**src/rtl/fcvt_pkg.sv**
```systemverilog
package fcvt_pkg;

  // single-precision field layout
  localparam int F32_EXP_W = 8;
  localparam int F32_MAN_W = 23;
  localparam int F32_BIAS  = 127;
  localparam int HOST_W    = 32;

  typedef enum logic {
    FMT_INT = 1'b0,
    FMT_F32 = 1'b1
  } fmt_e;

  // side information about how a value was produced
  typedef struct packed {
    logic clip_hi;   // saturated to the positive limit
    logic clip_lo;   // saturated to the negative limit
    logic forced_0;  // zero, denormal or NaN forced to 0
  } cvt_flags_t;

endpackage

```
**src/rtl/fcvt_int.sv**
```systemverilog
module fcvt_int
  import fcvt_pkg::*;
#(
  parameter int OUT_W  = 16,
  parameter int FRAC_W = 7
) (
  input  logic [HOST_W-1:0] word,
  output logic [OUT_W-1:0]  val,
  output cvt_flags_t        flags
);

  localparam int HI_LIM = ((1 << (OUT_W-1)) - 1) >> FRAC_W;
  localparam int LO_LIM = -(HI_LIM + 1);
  localparam logic [OUT_W-1:0] POS_MAX = {1'b0, {(OUT_W-1){1'b1}}};
  localparam logic [OUT_W-1:0] NEG_MAX = {1'b1, {(OUT_W-1){1'b0}}};

  function automatic logic [OUT_W-1:0] scale_int(input logic [HOST_W-1:0] w);
    return {w[OUT_W-FRAC_W-1:0], {FRAC_W{1'b0}}};
  endfunction

  logic signed [HOST_W-1:0] x;
  assign x = $signed(word);

  always_comb begin
    flags          = '0;
    flags.clip_hi  = (x > HI_LIM);
    flags.clip_lo  = (x < LO_LIM);
    if (flags.clip_hi)      val = POS_MAX;
    else if (flags.clip_lo) val = NEG_MAX;
    else                    val = scale_int(word);
  end

endmodule

```
**src/rtl/fcvt_f32.sv**
```systemverilog
module fcvt_f32
  import fcvt_pkg::*;
#(
  parameter int OUT_W  = 16,
  parameter int FRAC_W = 7
) (
  input  logic [HOST_W-1:0] word,
  output logic [OUT_W-1:0]  val,
  output cvt_flags_t        flags
);

  localparam int SIG_W = F32_MAN_W + 1;
  // exponent at or above this value means magnitude >= 2^MAN_W after scaling
  localparam int THR   = F32_BIAS + F32_MAN_W - FRAC_W;
  localparam logic [F32_EXP_W-1:0] THR_E = F32_EXP_W'(THR);
  localparam logic [SIG_W-1:0] MAG_POS = SIG_W'((1 << (OUT_W-1)) - 1);
  localparam logic [SIG_W-1:0] MAG_NEG = SIG_W'(1 << (OUT_W-1));
  localparam logic [OUT_W-1:0] POS_MAX = {1'b0, {(OUT_W-1){1'b1}}};
  localparam logic [OUT_W-1:0] NEG_MAX = {1'b1, {(OUT_W-1){1'b0}}};

  logic                 sgn;
  logic [F32_EXP_W-1:0] expo;
  logic [F32_MAN_W-1:0] man;
  assign sgn  = word[HOST_W-1];
  assign expo = word[HOST_W-2 -: F32_EXP_W];
  assign man  = word[F32_MAN_W-1:0];

  // magnitude of value * 2^FRAC_W truncated toward zero (valid when expo < THR)
  function automatic logic [SIG_W-1:0] align_mag(input logic [F32_EXP_W-1:0] e,
                                                 input logic [F32_MAN_W-1:0] m);
    logic [F32_EXP_W-1:0] rsh;
    rsh = THR_E - e;
    return {1'b1, m} >> rsh;
  endfunction

  logic [SIG_W-1:0] mag;
  logic [SIG_W-1:0] neg_mag;
  logic             big;
  assign mag     = align_mag(expo, man);
  assign neg_mag = -mag;
  assign big     = (expo >= THR_E);

  always_comb begin
    flags = '0;
    val   = '0;
    if (expo == '0) begin
      flags.forced_0 = 1'b1;
    end else if (expo == '1) begin
      if (man != '0) begin
        flags.forced_0 = 1'b1;
      end else if (sgn) begin
        flags.clip_lo = 1'b1;
        val           = NEG_MAX;
      end else begin
        flags.clip_hi = 1'b1;
        val           = POS_MAX;
      end
    end else if (!sgn) begin
      if (big || mag > MAG_POS) begin
        flags.clip_hi = 1'b1;
        val           = POS_MAX;
      end else begin
        val = mag[OUT_W-1:0];
      end
    end else begin
      if (big || mag > MAG_NEG) begin
        flags.clip_lo = 1'b1;
        val           = NEG_MAX;
      end else begin
        val = neg_mag[OUT_W-1:0];
      end
    end
  end

endmodule

```
**src/rtl/fcvt_stage.sv**
```systemverilog
module fcvt_stage
  import fcvt_pkg::*;
#(
  parameter int W = 16
) (
  input  logic         clk,
  input  logic         rst_n,
  input  logic         up_valid,
  output logic         up_ready,
  input  logic [W-1:0] up_data,
  input  cvt_flags_t   up_flags,
  output logic         dn_valid,
  input  logic         dn_ready,
  output logic [W-1:0] dn_data,
  output cvt_flags_t   dn_flags
);

  assign up_ready = !dn_valid || dn_ready;

  always_ff @(posedge clk or negedge rst_n) begin
    if (!rst_n) begin
      dn_valid <= 1'b0;
      dn_data  <= '0;
      dn_flags <= '0;
    end else if (up_ready) begin
      dn_valid <= up_valid;
      if (up_valid) begin
        dn_data  <= up_data;
        dn_flags <= up_flags;
      end
    end
  end

endmodule

```
**src/rtl/fcvt_top.sv**
```systemverilog
module fcvt_top
  import fcvt_pkg::*;
#(
  parameter int OUT_W  = 16,
  parameter int FRAC_W = 7
) (
  input  logic              clk,
  input  logic              rst_n,
  input  logic              in_valid,
  output logic              in_ready,
  input  logic [HOST_W-1:0] in_word,
  input  logic              in_is_float,
  output logic              out_valid,
  input  logic              out_ready,
  output logic [OUT_W-1:0]  out_fix
);

  logic [OUT_W-1:0] int_val, flt_val, sel_val;
  cvt_flags_t       int_flags, flt_flags, sel_flags;
  cvt_flags_t       held_flags;
  fmt_e             fmt;

  // named events for the checker
  logic accept_ev;
  logic take_ev;
  logic stall_ev;

  assign fmt = fmt_e'(in_is_float);

  fcvt_int #(.OUT_W(OUT_W), .FRAC_W(FRAC_W)) int_u (
    .word (in_word),
    .val  (int_val),
    .flags(int_flags)
  );

  fcvt_f32 #(.OUT_W(OUT_W), .FRAC_W(FRAC_W)) flt_u (
    .word (in_word),
    .val  (flt_val),
    .flags(flt_flags)
  );

  always_comb begin
    if (fmt == FMT_F32) begin
      sel_val   = flt_val;
      sel_flags = flt_flags;
    end else begin
      sel_val   = int_val;
      sel_flags = int_flags;
    end
  end

  fcvt_stage #(.W(OUT_W)) stage_u (
    .clk     (clk),
    .rst_n   (rst_n),
    .up_valid(in_valid),
    .up_ready(in_ready),
    .up_data (sel_val),
    .up_flags(sel_flags),
    .dn_valid(out_valid),
    .dn_ready(out_ready),
    .dn_data (out_fix),
    .dn_flags(held_flags)
  );

  assign accept_ev = in_valid && in_ready;
  assign take_ev   = out_valid && out_ready;
  assign stall_ev  = out_valid && !out_ready;

endmodule

```
**config.mk**
```make
export PLATFORM = sky130hd
export DESIGN_NAME = fcvt_top
export DESIGN_NICKNAME = d
export VERILOG_FILES = /design/src/rtl/fcvt_pkg.sv /design/src/rtl/fcvt_int.sv /design/src/rtl/fcvt_f32.sv /design/src/rtl/fcvt_stage.sv /design/src/rtl/fcvt_top.sv
export SDC_FILE = /design/constraint.sdc
export NUM_CORES = 1
export LEC_CHECK = 0
export ABC_AREA = 1
export BUFFER_PORTS_ARGS = -buffer_cell sky130_fd_sc_hd__buf_4
export CAP_MARGIN = 20
export CORE_MARGIN = 5
export CORE_UTILIZATION = 40
export CTS_CLUSTER_DIAMETER = 60
export CTS_CLUSTER_SIZE = 16
export DETAILED_ROUTE_END_ITERATION = 7
export GPL_TIMING_DRIVEN = 0
export PLACE_DENSITY_LB_ADDON = 0.3
export SETUP_SLACK_MARGIN = 0.1
export SYNTH_ARGS = -nofsm -noshare
export SYNTH_HDL_FRONTEND = slang
export SYNTH_SLANG_ARGS = --single-unit
```
**constraint.sdc**
```tcl
create_clock -name clk -period 1.27 [get_ports clk]
set_clock_uncertainty 0.2 [all_clocks]
set_input_delay 0 -clock clk [delete_from_list [all_inputs] [get_ports clk]]
set_output_delay 0 -clock clk [all_outputs]
set_load 0.02 [all_outputs]
```
Word level (Yosys, flattened, before mapping)
Cells that the tools add are included.
{"block": "classes", "n_addsub": 2, "magnitude_cmp": 5, "n_eq_ne": 1, "n_shift": 1, "muxes": 10, "n_reduce_logical": 7}
{"operator": "two-way mux 16 bit", "count": 10}
{"operator": "greater-than comparator 32 x 9 -> 1 bit (second input constant)", "count": 1}
{"operator": "less-than comparator 32 x 9 -> 1 bit (second input constant)", "count": 1}
{"operator": "greater-than comparator 24 x 15 -> 1 bit (second input constant)", "count": 1}
{"operator": "greater-than comparator 24 x 16 -> 1 bit (second input constant)", "count": 1}
{"operator": ">> shifter 24 x 8 -> 24 bit", "count": 1}
{"operator": "nonzero test 23 bit", "count": 1}
{"operator": "negator 16 bit", "count": 1}
{"operator": "equality test 8 bit (second input constant)", "count": 1}
{"operator": "greater-or-equal comparator 8 bit (second input constant)", "count": 1}
{"operator": "zero test 8 bit", "count": 1}
{"operator": "subtractor 8 bit (first input constant)", "count": 1}
{"operator": "logical OR 1 bit", "count": 3}
{"operator": "AND reduction 2 bit", "count": 1}
{"operator": "zero test 1 bit", "count": 1}
{"block": "word_totals", "regBits": 17, "inputBits": 37, "output_inout_bits": 18, "elab_cells": 28}

Logic depth before layout (Yosys ltp)
Gate-level depths: netlist of run 1.
{"block": "depth", "word_depth": 9, "mapped_depth": 26}

Cells and area by module
Synthesis of run 1 repeated with hierarchy kept, for this count alone.
{"block": "unflattened", "cells_unflattened": 730, "area_unflattened_um2": 3947.5}
{"module": "fcvt_f32", "n_inst": 1, "cells_each": 510, "area_each_um2": 2533.7, "seq_area_each_um2": 0.0}
{"module": "fcvt_stage", "n_inst": 1, "cells_each": 87, "area_each_um2": 829.5, "seq_area_each_um2": 500.5}
{"module": "fcvt_int", "n_inst": 1, "cells_each": 72, "area_each_um2": 321.6, "seq_area_each_um2": 0.0}
{"module": "fcvt_top", "n_inst": 1, "cells_each": 61, "area_each_um2": 262.8, "seq_area_each_um2": 0.0}

Worst setup path after synthesis of run 1
OpenSTA, ideal clock, no wires.
{"block": "synth_path", "kind": "input-to-reg", "startpoint": "input port in_word[27]", "endpoint": "register stage_u.dn_data[3]", "setup_time_ns": 0.077, "t_arrival_ns": 2.417, "path_slack_ns": -1.424, "cell_stages": 25, "path_buffers": 2, "path_cell_list": "inv_1 -> buf_2 -> ha_1 -> inv_1 -> nand2_1 -> nand2_4 -> buf_4 -> nand4_1 -> nand3_1 -> nand3_1 -> nand2_1 -> nand2_1 -> nand3_1 -> nand2_2 -> ha_1 -> nand2_2 -> nor2_1 -> nand3_1 -> nand2_2 -> nand2_2 -> nand2_2 -> nand3_1 -> nand2_1 -> nand2_1 -> a21oi_1"}
{"block": "synth_via", "elab_chain_cells": 9, "word_cells_on_any_way": 18, "cone_classes": "add/sub: 2; order compare: 4; eq/ne: 1; shift: 1; mux: 7; reduce/logical: 3"}
{"item": "start: declaration", "line_no": "fcvt_top.sv:11", "text": "input logic [HOST_W-1:0] in_word,"}
{"item": "subtractor 8 bit", "line_no": "fcvt_f32.sv:32", "text": "rsh = THR_E - e;"}
{"item": ">> shifter 24 x 8 -> 24 bit", "line_no": "fcvt_f32.sv:33", "text": "return {1'b1, m} >> rsh;"}
{"item": "greater-than comparator 24 x 15 -> 1 bit or greater-than comparator 24 x 16 -> 1 bit (tied branches)", "line_no": "fcvt_f32.sv:59, fcvt_f32.sv:66"}
{"item": "logical OR 1 bit, on equally long branches", "line_no": "fcvt_f32.sv:59, fcvt_f32.sv:66"}
{"item": "two-way mux 16 bit, on equally long branches", "line_no": "fcvt_f32.sv:59, fcvt_f32.sv:66"}
{"item": "two-way mux 16 bit", "line_no": "fcvt_f32.sv:58", "text": "end else if (!sgn) begin"}
{"item": "two-way mux 16 bit", "line_no": "fcvt_f32.sv:48", "text": "end else if (expo == '1) begin"}
{"item": "two-way mux 16 bit", "line_no": "fcvt_f32.sv:46", "text": "if (expo == '0) begin"}
{"item": "two-way mux 16 bit (*)", "line_no": "fcvt_top.sv:43", "text": "if (fmt == FMT_F32) begin"}
{"item": "end signal: assignment", "line_no": "fcvt_stage.sv:28", "text": "dn_data <= up_data;"}
{"item": "end: declaration", "line_no": "fcvt_stage.sv:14", "text": "output logic [W-1:0] dn_data,"}
Mark *: on every way between the ends. The rest lies on a longest branch, timed or not.
A chain may end at the register's enable or synchronous reset.

Worst setup path after layout of run 1
{"block": "layout_path", "startpoint": "input port in_word[27]", "endpoint": "register stage_u.dn_data[11]"}
Same word-level chain as after synthesis.

==> results of run 1 <==
## per-layer routing
layer	track usage, %	share of wire [%]
met5	0	0
met2	39.5	46
met3	4.03	10
met1	35.3	43
met4	4.10	1.7
## final cells by class
class	instances	area (µm²)
tap	102	128
fill	812	3380
inverter	50	196
clock buffer	4	45.0
multi-input combinational	483	2790
sequential	17	425
timing repair buffer	70	546
buffer	29	180
## through the flow
step                utilization (%)  hold slack [ps]  setup TNS (ps)  area, µm²
floorplan                         -             -496          -18280       3240
global placement               48.8             -325          -28850       3750
detailed placement             48.8             -327          -29620       3750
CTS                            53.7             -169          -20460       4130
global route                   56.1             -147          -23210       4310
finish                         56.1             -173          -20830       4310
## sequential cells by signal, indices dropped and copies added (netlist names)
| signal | cells |
|---|---|
| stage_u.dn_valid | 1 |
| stage_u.dn_data | 16 |
## cell usage in the layout, fill, tap and decap left out
master and count:
buf_1 1, buf_2 12, inv_4 2, nand2_1 141
nor3_2 2, ha_1 2, clkbuf_1 9, o21ai_0 7
o311ai_0 1, clkbuf_8 3, xor2_1 4, dfrtp_1 17
clkinv_1 4, nor4_1 4, clkinvlp_4 1, a31oi_1 2
nand4_1 49, buf_4 66, a21oi_1 37, buf_6 9
a21oi_2 5, nor3_1 12, nand2_8 3, buf_8 1
nand2_4 11, nor2_2 3, nand3_4 2, dlygate4sd3_1 2
nand3_1 76, inv_2 3, o21ai_1 5, nor4b_1 1
nor3_4 1, nor2_1 43, nand2_2 22, inv_1 40
ha_4 2, nor2_4 7, o21ai_2 2, nand3_2 39
## worst paths after layout
path / from / end / slack [ps] / cells past startpoint
hold reg to reg: stage_u.dn_data[11] / stage_u.dn_data[11] / 320 / 2
hold / removal: in_valid / stage_u.dn_valid / -170 / 3
setup reg to reg: stage_u.dn_valid / stage_u.dn_data[2] / -440 / 6
setup / recovery: in_word[27] / stage_u.dn_data[11] / -1330 / 25
max in group asynchronous: rst_n / stage_u.dn_data[11] / 200 / 3
min in group asynchronous: rst_n / stage_u.dn_data[1] / 480 / 3
## power groups by stage
stage	registers (mW)	logic, mW	clock network [mW]
2_1_floorplan	0.812	1.04	0
3_3_place_gp	0.696	1.72	0
3_5_place_dp	0.700	1.74	0
4_1_cts	0.689	1.90	0.394
5_1_grt	0.702	2.21	0.421
6_report	0.688	2.04	0.391
## what timing repair did
| item | 4_1_cts | 5_1_grt |
|---|---|---|
| setup endpoints to repair | 16 | 16 |
| endpoints found under the hold margin | 19 | 2 |
| resized for setup | 52 | 34 |
| pin swaps | 44 | 29 |
| setup buffers | 9 | 5 |
| gates cloned | 4 | 0 |
## logic make-up (layout without fill, tap and decap cells)
| kind of cell | Yosys count | after routing |
|---|---|---|
| buf+inv | 80 | 153 |
| xor+xnor | 4 | 4 |
| compound gates | 59 | 59 |
| simple gates | 415 | 416 |
| flops | 17 | 17 |
| fa+ha+maj | 4 | 4 |
## critical path, delay by kind of cell
family / cells / cell delay [ps]
AND/OR/NAND/NOR: 18 / 1830
AO/OA/AOI/OAI: 1 / 120
buffers and inverters: 5 / 450
adder cells (fa/ha/maj): 1 / 160
==> results by group, run 1 <==
Run status
  • Status: complete, but fails checks
  • Failing checks: hold timing, setup timing

Power and ir drop
  • Overall Power: 3.12 mW
  • Sequential power share: 22.1%
  • Switch Pwr: 1.51 mW
  • Power Dens Cells: 724 mW/mm²
  • Net switching fraction of the power: 48.3%
  • Clock network power share: 12.5%
  • Combinational share of power: 65.4%
  • Cell-internal power: 1.61 mW
  • LEAKAGE: 2.16 nW
  • Peak VDD IR: 532 µV

Worst setup path
  • Startpoint class of the critical path: input port
  • Required @ worst endpoint: 1250 ps
  • Worst path max stage delay: 160 ps
  • Most frequent CP cell: nand2_4
  • CP max stage cell: ha_4
  • CP max FO: 8
  • CP Data Arrival Time: 2580 ps
  • Critical path class: in -> reg
  • Crit end category: flop

Global routing
  • Vias in the first global route: 4062
  • Initial antenna violation count: 0
  • GRT overflow: 0
  • First-pass GRT wire length: 19900 µm
  • Pin count of the biggest net entering global routing: 18
  • Total Routing Usage GR: 24.6%

Logic synthesis
  • Area leader, netlist: nand2_1
  • Seq cells post-synth: 17
  • Mux cell area share after synthesis: 0%
  • Synth Area in Adders: 1.59%
  • Yosys warning count: 0
  • Simple-Gate Fraction of Synth Area: 62.6%
  • Post-synth cell types: 30
  • Cell count after synthesis: 579
  • Post-Synthesis Mean Instance Area: 5.44 µm²
  • Largest family of logic cells by synthesized area: simple AND/OR/NAND/NOR gates
  • Top post-synthesis cells by count: 152 x nand2_1, 112 x nand3_1, 50 x nor2_1, 49 x nand4_1, 43 x inv_1
  • Synth top area share: 18.1%
  • FFs w/ async S/R, synth: 100%
  • Top post-synthesis cells by area: nand2_1 18%, nand3_1 18%, dfrtp_1 14%
  • XOR/XNOR share of the synthesized area: 1.11%
  • Top-count cell post-synth: nand2_1
  • Ys flop type: dfrtp_1
  • Post-Syn Area: 0.00315 mm²
  • Compound-Gate Fraction of Synth Area: 9.69%
  • Register area share after synthesis: 13.5%
  • Post-synth EDFFs: 0
  • Mapped Nets: 620

Floorplanning
  • Die X: 98.8 µm
  • DIE AREA: 0.00975 mm²
  • Row count: 32
  • Core area: 0.00769 mm²
  • Die Y: 98.8 µm
  • Initial Utilization: 41.0%
  • I/O pins: 55

Run
  • Max_cap viols: 0

Final layout
  • Final nets: 695
  • Area growth from synthesis to layout: 36.8%
  • ANT cells: 0
  • Share of layout cells above drive strength 1: 30.0%
  • Final cell count without fillers: 755

Clock network
  • TritonCTS clock tree: done
  • CTS H-Tree Depth: 1
  • CTS sink cnt: 17
  • CTS root buf: clkbuf_8
  • Cts bufs inserted: 3
  • CTS hold repair buffers: 2
  • Clock-pin slew on the worst setup and hold paths: 60 ps
  • Clk Latency, worst-skew pair: 240 ps
  • Clock Tree Buf Depth: 2

STA
  • Worst setup margin: -1330 ps
  • RSZ-0062 raised after global routing: true
  • Crit path time final: 2600 ps
  • Setup-failing EPs final: 16
  • Endpoints failing hold: 2
  • Relative slew slack: 49.5%
  • Post-route clock period utilization: 205%
  • Max Slew Vio Count: 0
  • Max Clock Freq: 384 MHz
  • Hold_ws: -173 ps
  • Tightest Pin Transition: 750 ps

Detailed routing
  • ANT nets after route: 0
  • DR pass1 iterations: 5
  • DR iter-0 viols: 393
  • Number of vias per cell: 5.86
  • Wirelength, routed: 12300 µm
  • Routed vias: 4428
  • WL per Instance: 16.3 µm
  • DRC violations left: 0

Placement
  • Routability cong.: 0.983
  • Buffers on Ports: 51
  • Post-placement cell count: 732
  • Pre-CTS WS: -1900 ps
  • HPWL Detailed: 9540 µm

Hold path
  • Hold Path Class: in -> reg
No activity file was read; power rests on OpenSTA's default activity.
==> run 2, diff against run 1 <==
CTS_BUF_LIST = sky130_fd_sc_hd__clkbuf_8 sky130_fd_sc_hd__clkbuf_16   (was unset)
==> run 2 against run 1 <==
  * The flow still finishes with violations (hold timing, setup timing)
  * Total power shrank 0.21%
  * Design area is the same
  * Largest cell class unchanged
  * Routed wire length grew 0.13%
  * Utilization is the same
  * Critical endpoint unchanged
  * Sequential power is essentially flat
  * Critical path type unchanged
  * Highest routed layer unchanged
  * Sequential share of layout area is the same
==> results by group, run 2 (same netlist as run 1, synthesis figures left out) <==
Run status
  • Status: complete, but fails checks (unchanged)
  • Failing checks: hold timing, setup timing (unchanged)

Global routing
  • Pin count of the biggest net entering global routing: 18 (unchanged)
  • GRT overflow: 0 (unchanged)
  • Vias in the first global route: 4062 (unchanged)
  • First-pass GRT wire length: 19900 µm (unchanged)
  • Initial antenna violation count: 0 (unchanged)
  • Total Routing Usage GR: 24.6% (unchanged)

Clock network
  • Clock Tree Buf Depth: 2 (unchanged)
  • Clk Latency, worst-skew pair: 240 ps (about the same)
  • CTS hold repair buffers: 2 (unchanged)
  • CTS H-Tree Depth: 1 (unchanged)
  • Clock-pin slew on the worst setup and hold paths: 60 ps (about the same)
  • Cts bufs inserted: 3 (unchanged)
  • CTS root buf: clkbuf_8 (unchanged)
  • TritonCTS clock tree: done (unchanged)
  • CTS sink cnt: 17 (unchanged)

Power and ir drop
  • Power Dens Cells: 722 mW/mm² (was 724 mW/mm²)
  • Peak VDD IR: 531 µV (was 532 µV)
  • Combinational share of power: 65.6% (was 65.4%)
  • Net switching fraction of the power: 48.4% (was 48.3%)
  • Clock network power share: 12.2% (was 12.5%)
  • Overall Power: 3.11 mW (was 3.12 mW)
  • LEAKAGE: 2.16 nW (about the same)
  • Switch Pwr: 1.51 mW (about the same)
  • Sequential power share: 22.1% (about the same)
  • Cell-internal power: 1.60 mW (was 1.61 mW)

Final layout
  • Most common cell after layout, fill and taps aside: nand2_1 (unchanged)
  • Most frequent cells in the layout: 141 x nand2_1, 76 x nand3_1, 66 x buf_4 (unchanged)
  • Final nets: 695 (unchanged)
  • Final cell count without fillers: 755 (unchanged)
  • Share of layout cells above drive strength 1: 30.0% (unchanged)
  • ANT cells: 0 (unchanged)
  • Filler Cells Inserted: 812 (unchanged)
  • Area growth from synthesis to layout: 36.8% (unchanged)
  • Largest register FFs: 16 (unchanged)
  • Largest register by flop count: stage_u.dn_data (unchanged)
  • Regs by FF count: stage_u.dn_data x16, stage_u.dn_valid x1 (unchanged)

Worst setup path
  • Critical path class: in -> reg (unchanged)
  • Startpoint class of the critical path: input port (unchanged)
  • Flop2flop setup slack: -450 ps (was -440 ps)
  • R2r worst-path depth: 6 (unchanged)
  • CP Data Arrival Time: 2570 ps (was 2580 ps)
  • Crit end category: flop (unchanged)
  • Reg2reg start: stage_u.dn_valid (unchanged)
  • CP max FO: 8 (unchanged)
  • FF-to-FF End: stage_u.dn_data[2] (unchanged)
  • Required @ worst endpoint: 1250 ps (about the same)

Detailed routing
  • Wirelength, routed: 12300 µm (about the same)
  • Number of vias per cell: 5.86 (unchanged)
  • Routed vias: 4428 (unchanged)
  • DR pass1 iterations: 5 (unchanged)
  • DRC violations left: 0 (unchanged)
  • WL per Instance: 16.3 µm (about the same)
  • DR iter-0 viols: 421 (was 393)
  • ANT nets after route: 0 (unchanged)

Placement
  • Routability cong.: 0.983 (unchanged)
  • HPWL Detailed: 9540 µm (unchanged)
  • Post-placement cell count: 732 (unchanged)
  • Buffers on Ports: 51 (unchanged)

STA
  • Max Clock Freq: 386 MHz (was 384 MHz)
  • Endpoints failing hold: 2 (unchanged)
  • Tightest Pin Transition: 760 ps (was 750 ps)
  • Max Slew Vio Count: 0 (unchanged)
  • Hold_ws: -172 ps (was -173 ps)
  • Relative slew slack: 48.8% (was 49.5%)
  • Worst setup margin: -1320 ps (was -1330 ps)
  • RSZ-0062 raised after global routing: true (unchanged)
  • Setup-failing EPs final: 16 (unchanged)
  • Crit path time final: 2590 ps (was 2600 ps)
  • Post-route clock period utilization: 204% (was 205%)

Floorplanning
  • Initial Utilization: 41.0% (unchanged)
  • Core area: 0.00769 mm² (unchanged)
  • I/O pins: 55 (unchanged)
  • Row count: 32 (unchanged)
  • Die X: 98.8 µm (unchanged)
  • DIE AREA: 0.00975 mm² (unchanged)
  • Die Y: 98.8 µm (unchanged)

Run
  • Max_cap viols: 0 (unchanged)

Hold path
  • Hold path start: in_valid (unchanged)
  • Worst hold endpoint: stage_u.dn_valid (unchanged)
  • Hold Path Class: in -> reg (unchanged)
  • Hold Path Depth: 3 (unchanged)
run 2: cell count changes in the layout (fill, tap and decap cells not counted):
cell	before	now
inv_1	40	41
clkbuf_1	9	8
run 2: cell type report:
class / count / area, µm² / share of cell area, %
Multi-Input combinational cell: 483 / 2790 / 64.7
Tap cell: 102 / 128 / 2.96
Buffer: 29 / 180 / 4.18
Timing Repair Buffer: 70 / 546 / 12.7
Inverter: 50 / 196 / 4.56
Clock buffer: 3 / 41.3 / 0.958
Clock inverter: 1 / 3.75 / 0.0871
Sequential cell: 17 / 425 / 9.87
run 2: timing repair:
| action | 4_1_cts | 5_1_grt |
|---|---|---|
| pin swaps | 44 | 30 |
| gates resized for setup | 52 | 34 |
| setup endpoints to repair | 16 | 16 |
| cloned | 4 | 0 |
| hold endpoints to repair | 19 | 2 |
| setup buffers | 9 | 5 |
run 2: layer usage:
metal,share of wire [%],vias to the layer above,wire (µm),GRT usage (%)
met5,0,-,0,0
li1,-,2131,-,-
met3,9.1,25,1130,4.03
met2,45,222,5560,39.5
met1,44,2050,5400,35.3
met4,2.0,0,248,4.10
run 2: worst max-delay path, stage by stage:
cell        delay (ps)
buf_8              100
clkinvlp_4          60
buf_6              100
ha_4               160
inv_2               50
nand2_4             80
nand2_8             90
buf_6              150
nand4_1            140
nand3_1            110
nand2_1             80
nand2_1             60
nand3_1            110
nand3_1            120
nand2_2            140
nand2_4             90
nor2_4             140
nand3_2            100
nand2_4            110
nand2_4             80
nor2_1             130
nand2_1             70
nand2_2            120
nand2_2             60
a21oi_2            120
run 2: power groups by stage:
| stage | clock network [mW] | registers, mW | logic [mW] |
|---|---|---|---|
| 6_report | 0.381 | 0.688 | 2.04 |
| 5_1_grt | 0.414 | 0.702 | 2.21 |
| 4_1_cts | 0.387 | 0.689 | 1.90 |
| 3_5_place_dp | 0 | 0.700 | 1.74 |
| 3_3_place_gp | 0 | 0.696 | 1.72 |
| 2_1_floorplan | 0 | 0.812 | 1.04 |
run 2: worst max-delay path by stage:
stage,start,endpoint,slack (ps),cells after the start
final,in_word[27],stage_u.dn_data[11],-1320,25
after global routing,in_word[28],stage_u.dn_data[1],-1480,23
after CTS,in_word[27],stage_u.dn_data[10],-1320,26
after detailed placement,in_word[27],stage_u.dn_data[15],-1900,26
after global placement,in_word[27],stage_u.dn_data[15],-1860,24
after floorplan,in_word[27],stage_u.dn_data[3],-1170,24
run 2: per-stage QoR:
step	area (µm²)	setup TNS, ps	worst slack, ps	util (%)	hold slack, ps
6_report	4310	-20720	-1320	56.1	-172
5_1_grt	4310	-23210	-1480	56.1	-147
4_1_cts	4130	-20450	-1320	53.7	-169
3_5_place_dp	3750	-29620	-1900	48.8	-327
3_3_place_gp	3750	-28850	-1860	48.8	-325
2_1_floorplan	3240	-18280	-1170	-	-496
==> run 3, diff against run 2 <==
ABC_AREA = unset   (was 1)
==> run 3 against run 2 <==
  * Sequential power rose by 1%
  * Total power rose by 7.0%
  * First-iteration DRC count fell by 46%
  * The run still ends with hold timing, setup timing left
  * Utilization rose by 7.3 points
  * Non-clock buffer count rose by 40
  * Register-to-register slack got worse by 750 ps
  * Global-route usage fell by 2.0 points
  * Worst hold slack improved by 69 ps
  * Critical endpoint is now stage_u.dn_data[14]
  * Maximum frequency fell by 7.5%
  * Clock power rose by 7.6%
==> results by group, run 3 <==
Clock network
  • Clock Tree Buf Depth: 2 (unchanged)
  • CTS H-Tree Depth: 1 (unchanged)
  • CTS root buf: clkbuf_8 (unchanged)
  • Cts bufs inserted: 3 (unchanged)
  • CTS hold repair buffers: 11 (was 2)
  • TritonCTS clock tree: done (unchanged)
  • CTS sink cnt: 17 (unchanged)
  • Clk Latency, worst-skew pair: 250 ps (was 240 ps)
  • Clock-pin slew on the worst setup and hold paths: 60 ps (about the same)

Run
  • Max_cap viols: 0 (unchanged)

STA
  • Relative slew slack: 50.0% (was 48.8%)
  • Post-route clock period utilization: 221% (was 204%)
  • Hold_ws: -103 ps (was -172 ps)
  • Crit path time final: 2800 ps (was 2590 ps)
  • Setup TNS: -22700 ps (was -20720 ps)
  • Max Clock Freq: 357 MHz (was 386 MHz)
  • Setup-failing EPs final: 16 (unchanged)
  • Tightest Pin Transition: 750 ps (was 760 ps)
  • RSZ-0062 raised after global routing: true (unchanged)
  • Max Slew Vio Count: 0 (unchanged)
  • Endpoints failing hold: 2 (unchanged)
  • Worst setup margin: -1530 ps (was -1320 ps)

Global routing
  • Total Routing Usage GR: 22.7% (was 24.6%)
  • GRT overflow: 0 (unchanged)
  • Initial antenna violation count: 0 (unchanged)
  • Pin count of the biggest net entering global routing: 18 (unchanged)
  • Vias in the first global route: 3667 (was 4062)
  • First-pass GRT wire length: 18500 µm (was 19900 µm)

Logic synthesis
  • Seq cells post-synth: 17 (unchanged)
  • Top post-synthesis cells by count: 39 x nand2_1, 29 x nor2_1, 23 x o21ai_0, 17 x dfrtp_1, 14 x mux2i_1 (was 152 x nand2_1, 112 x nand3_1, 50 x nor2_1, 49 x nand4_1, 43 x inv_1)
  • Register area share after synthesis: 13.4% (was 13.5%)
  • Top-count cell post-synth: nand2_1 (unchanged)
  • Ys flop type: dfrtp_1 (unchanged)
  • Mapped Nets: 423 (was 620)
  • Post-Syn Area: 0.00317 mm² (was 0.00315 mm²)
  • Post-synth cell types: 86 (was 30)
  • Post-Synthesis Mean Instance Area: 8.31 µm² (was 5.44 µm²)
  • Post-synth EDFFs: 0 (unchanged)
  • Synth top area share: 13.4% (was 18.1%)
  • Yosys warning count: 0 (unchanged)
  • Area leader, netlist: dfrtp_1 (was nand2_1)
  • Cell count after synthesis: 382 (was 579)
  • FFs w/ async S/R, synth: 100% (unchanged)
  • Top post-synthesis cells by area: dfrtp_1 13%, mux4_2 9.2%, nand2_1 4.6% (was nand2_1 18%, nand3_1 18%, dfrtp_1 14%)

Power and ir drop
  • Clock network power share: 12.3% (was 12.2%)
  • Net switching fraction of the power: 41.7% (was 48.4%)
  • Peak VDD IR: 358 µV (was 531 µV)
  • Cell-internal power: 1.94 mW (was 1.60 mW)
  • Overall Power: 3.33 mW (was 3.11 mW)
  • LEAKAGE: 1.97 nW (was 2.16 nW)
  • Power Dens Cells: 680 mW/mm² (was 722 mW/mm²)
  • Combinational share of power: 66.7% (was 65.6%)
  • Switch Pwr: 1.39 mW (was 1.51 mW)
  • Sequential power share: 21.0% (was 22.1%)

Floorplanning
  • Initial Utilization: 41.1% (was 41.0%)
  • I/O pins: 55 (unchanged)
  • Row count: 32 (unchanged)
  • Core area: 0.00773 mm² (was 0.00769 mm²)
  • DIE AREA: 0.00981 mm² (was 0.00975 mm²)
  • Die X: 99.1 µm (was 98.8 µm)
  • Die Y: 99.1 µm (was 98.8 µm)

Run status
  • Failing checks: hold timing, setup timing (unchanged)
  • Status: complete, but fails checks (unchanged)

Worst setup path
  • Worst path max stage delay: 550 ps (was 160 ps)
  • Critical path class: in -> reg (unchanged)
  • Reg2reg start: stage_u.dn_valid (unchanged)
  • Required @ worst endpoint: 1270 ps (was 1250 ps)
  • Startpoint class of the critical path: input port (unchanged)
  • Crit end category: flop (unchanged)
  • CP max FO: 6 (was 8)
  • R2r worst-path depth: 10 (was 6)
  • CP Data Arrival Time: 2800 ps (was 2570 ps)
  • WP buf/inv: 3 (was 5)
  • CP max stage cell: mux4_2 (was ha_4)
  • Crit path from: in_word[24] (was in_word[27])
  • CP delay by family, top: multiplexers (was simple AND/OR/NAND/NOR gates)
  • FF-to-FF End: stage_u.dn_data[11] (was stage_u.dn_data[2])
  • Flop2flop setup slack: -1200 ps (was -450 ps)
  • CP cell instances: buf_12, buf_12, buf_6, mux2_4, mux4_2, nand2_2, a221o_1, ha_4, and3_4, and4b_1, mux2_4, a21oi_2, o22a_1

Detailed routing
  • Routed vias: 3787 (was 4428)
  • Wirelength, routed: 11900 µm (was 12300 µm)
  • DR WL met2: 5910 µm (was 5560 µm)
  • M1 WL: 4740 µm (was 5400 µm)
  • DR iter-0 viols: 228 (was 421)
  • Number of vias per cell: 6.28 (was 5.86)
  • Detail Route met3 WL: 679 µm (was 1130 µm)
  • Max Used Layer: met4 (unchanged)
  • WL per Instance: 19.7 µm (was 16.3 µm)
  • ANT nets after route: 0 (unchanged)
  • DRC violations left: 0 (unchanged)
  • DR pass1 iterations: 5 (unchanged)

Placement
  • HPWL Detailed: 8530 µm (was 9540 µm)
  • Routability cong.: 0.984 (was 0.983)
  • Post-placement cell count: 537 (was 732)
  • Buffers on Ports: 53 (was 51)

Hold path
  • Hold Path Depth: 3 (unchanged)
  • Hold path start: out_ready (was in_valid)
  • Hold Path Class: in -> reg (unchanged)
  • Worst hold endpoint: stage_u.dn_valid (unchanged)

Final layout
  • Fin util: 63.3% (was 56.1%)
  • Most common cell after layout, fill and taps aside: buf_4 (was nand2_1)
  • Regs by FF count: stage_u.dn_data x16, stage_u.dn_valid x1 (unchanged)
  • Final cell count without fillers: 603 (was 755)
  • Largest register by flop count: stage_u.dn_data (unchanged)
  • Share of layout cells above drive strength 1: 46.9% (was 30.0%)
  • Final nets: 543 (was 695)
  • Most frequent cells in the layout: 92 x buf_4, 37 x nand2_1, 24 x nor2_1 (was 141 x nand2_1, 76 x nand3_1, 66 x buf_4)
  • Area growth from synthesis to layout: 54.2% (was 36.8%)
  • Filler Cells Inserted: 642 (was 812)
  • ANT cells: 0 (unchanged)
  • Largest register FFs: 16 (unchanged)
==> run 3: cell count changes after synthesis, moves of 28 or more <==
| cell | delta |
|---|---|
| nand2_1 | -113 |
| nand3_1 | -99 |
| nand4_1 | -41 |
| inv_1 | -33 |
| a21oi_1 | -28 |
==> run 3: logic make-up after synthesis <==
family,synth area share [%]
simple gates,29.2
compound gates,25.0
mux,23.9
buf+inv,6.66
flops,13.4
fa+ha+maj,1.58
xor+xnor,0.276
==> run 3: metal layers <==
layer | vias up | track usage (%)
met2 | 145 | 38.8
met3 | 35 | 2.69
li1 | 1742 | -
met4 | 0 | 9.87
met1 | 1865 | 28.5
met5 | - | 0
==> run 3: final cells by class <==
type / count / area [µm²] / share of cell area (%)
timing repair buffer: 116 / 1010 / 20.6
inverter: 11 / 45.0 / 0.920
clock inverter: 1 / 3.75 / 0.0767
clock buffer: 3 / 41.3 / 0.844
buffer: 23 / 209 / 4.27
tap: 102 / 128 / 2.61
sequential: 17 / 425 / 8.69
multi-input combinational: 330 / 3030 / 62.0
==> run 3: timing repair <==
| item | 4_1_cts | 5_1_grt |
|---|---|---|
| setup endpoints to repair | 16 | 17 |
| gates resized for setup | 58 | 59 |
| setup buffers | 27 | 24 |
| pin swaps | 27 | 37 |
| cloned | 1 | 0 |
| hold endpoints to repair | 26 | 2 |
==> run 3: metrics by stage <==
| stage | instance area (µm²) | hold WS (ps) | worst slack (ps) |
|---|---|---|---|
| 6_report | 4890 | -103 | -1530 |
| 4_1_cts | 4460 | -116 | -1450 |
| 3_3_place_gp | 3770 | -325 | -2100 |
| 3_5_place_dp | 3770 | -319 | -2160 |
| 2_1_floorplan | 3240 | -496 | -1610 |
| 5_1_grt | 4890 | -71.5 | -1600 |
==> run 3: worst max-delay path by stage <==
stage / slack [ps] / endpoint / cells after the start
final: -1530 / stage_u.dn_data[14] / 13
after global routing: -1600 / stage_u.dn_data[14] / 13
after CTS: -1450 / stage_u.dn_data[9] / 13
after detailed placement: -2160 / stage_u.dn_data[15] / 13
after global placement: -2100 / stage_u.dn_data[15] / 13
after floorplan: -1610 / stage_u.dn_data[14] / 13
==> run 3: power by group through the flow <==
stage               clock [mW]  sequential (mW)  combinational [mW]
CTS                      0.406            0.698                1.95
global route             0.434            0.711                2.35
finish                   0.410            0.698                2.22
detailed placement           0            0.707                1.66
floorplan                    0            0.835               0.958
global placement             0            0.705                1.65
==> run 3: worst min-delay path: cells and delay by family <==
family | cells | cell delay (ps)
buffers and inverters | 1 | 70
and+or+nand+nor | 2 | 230
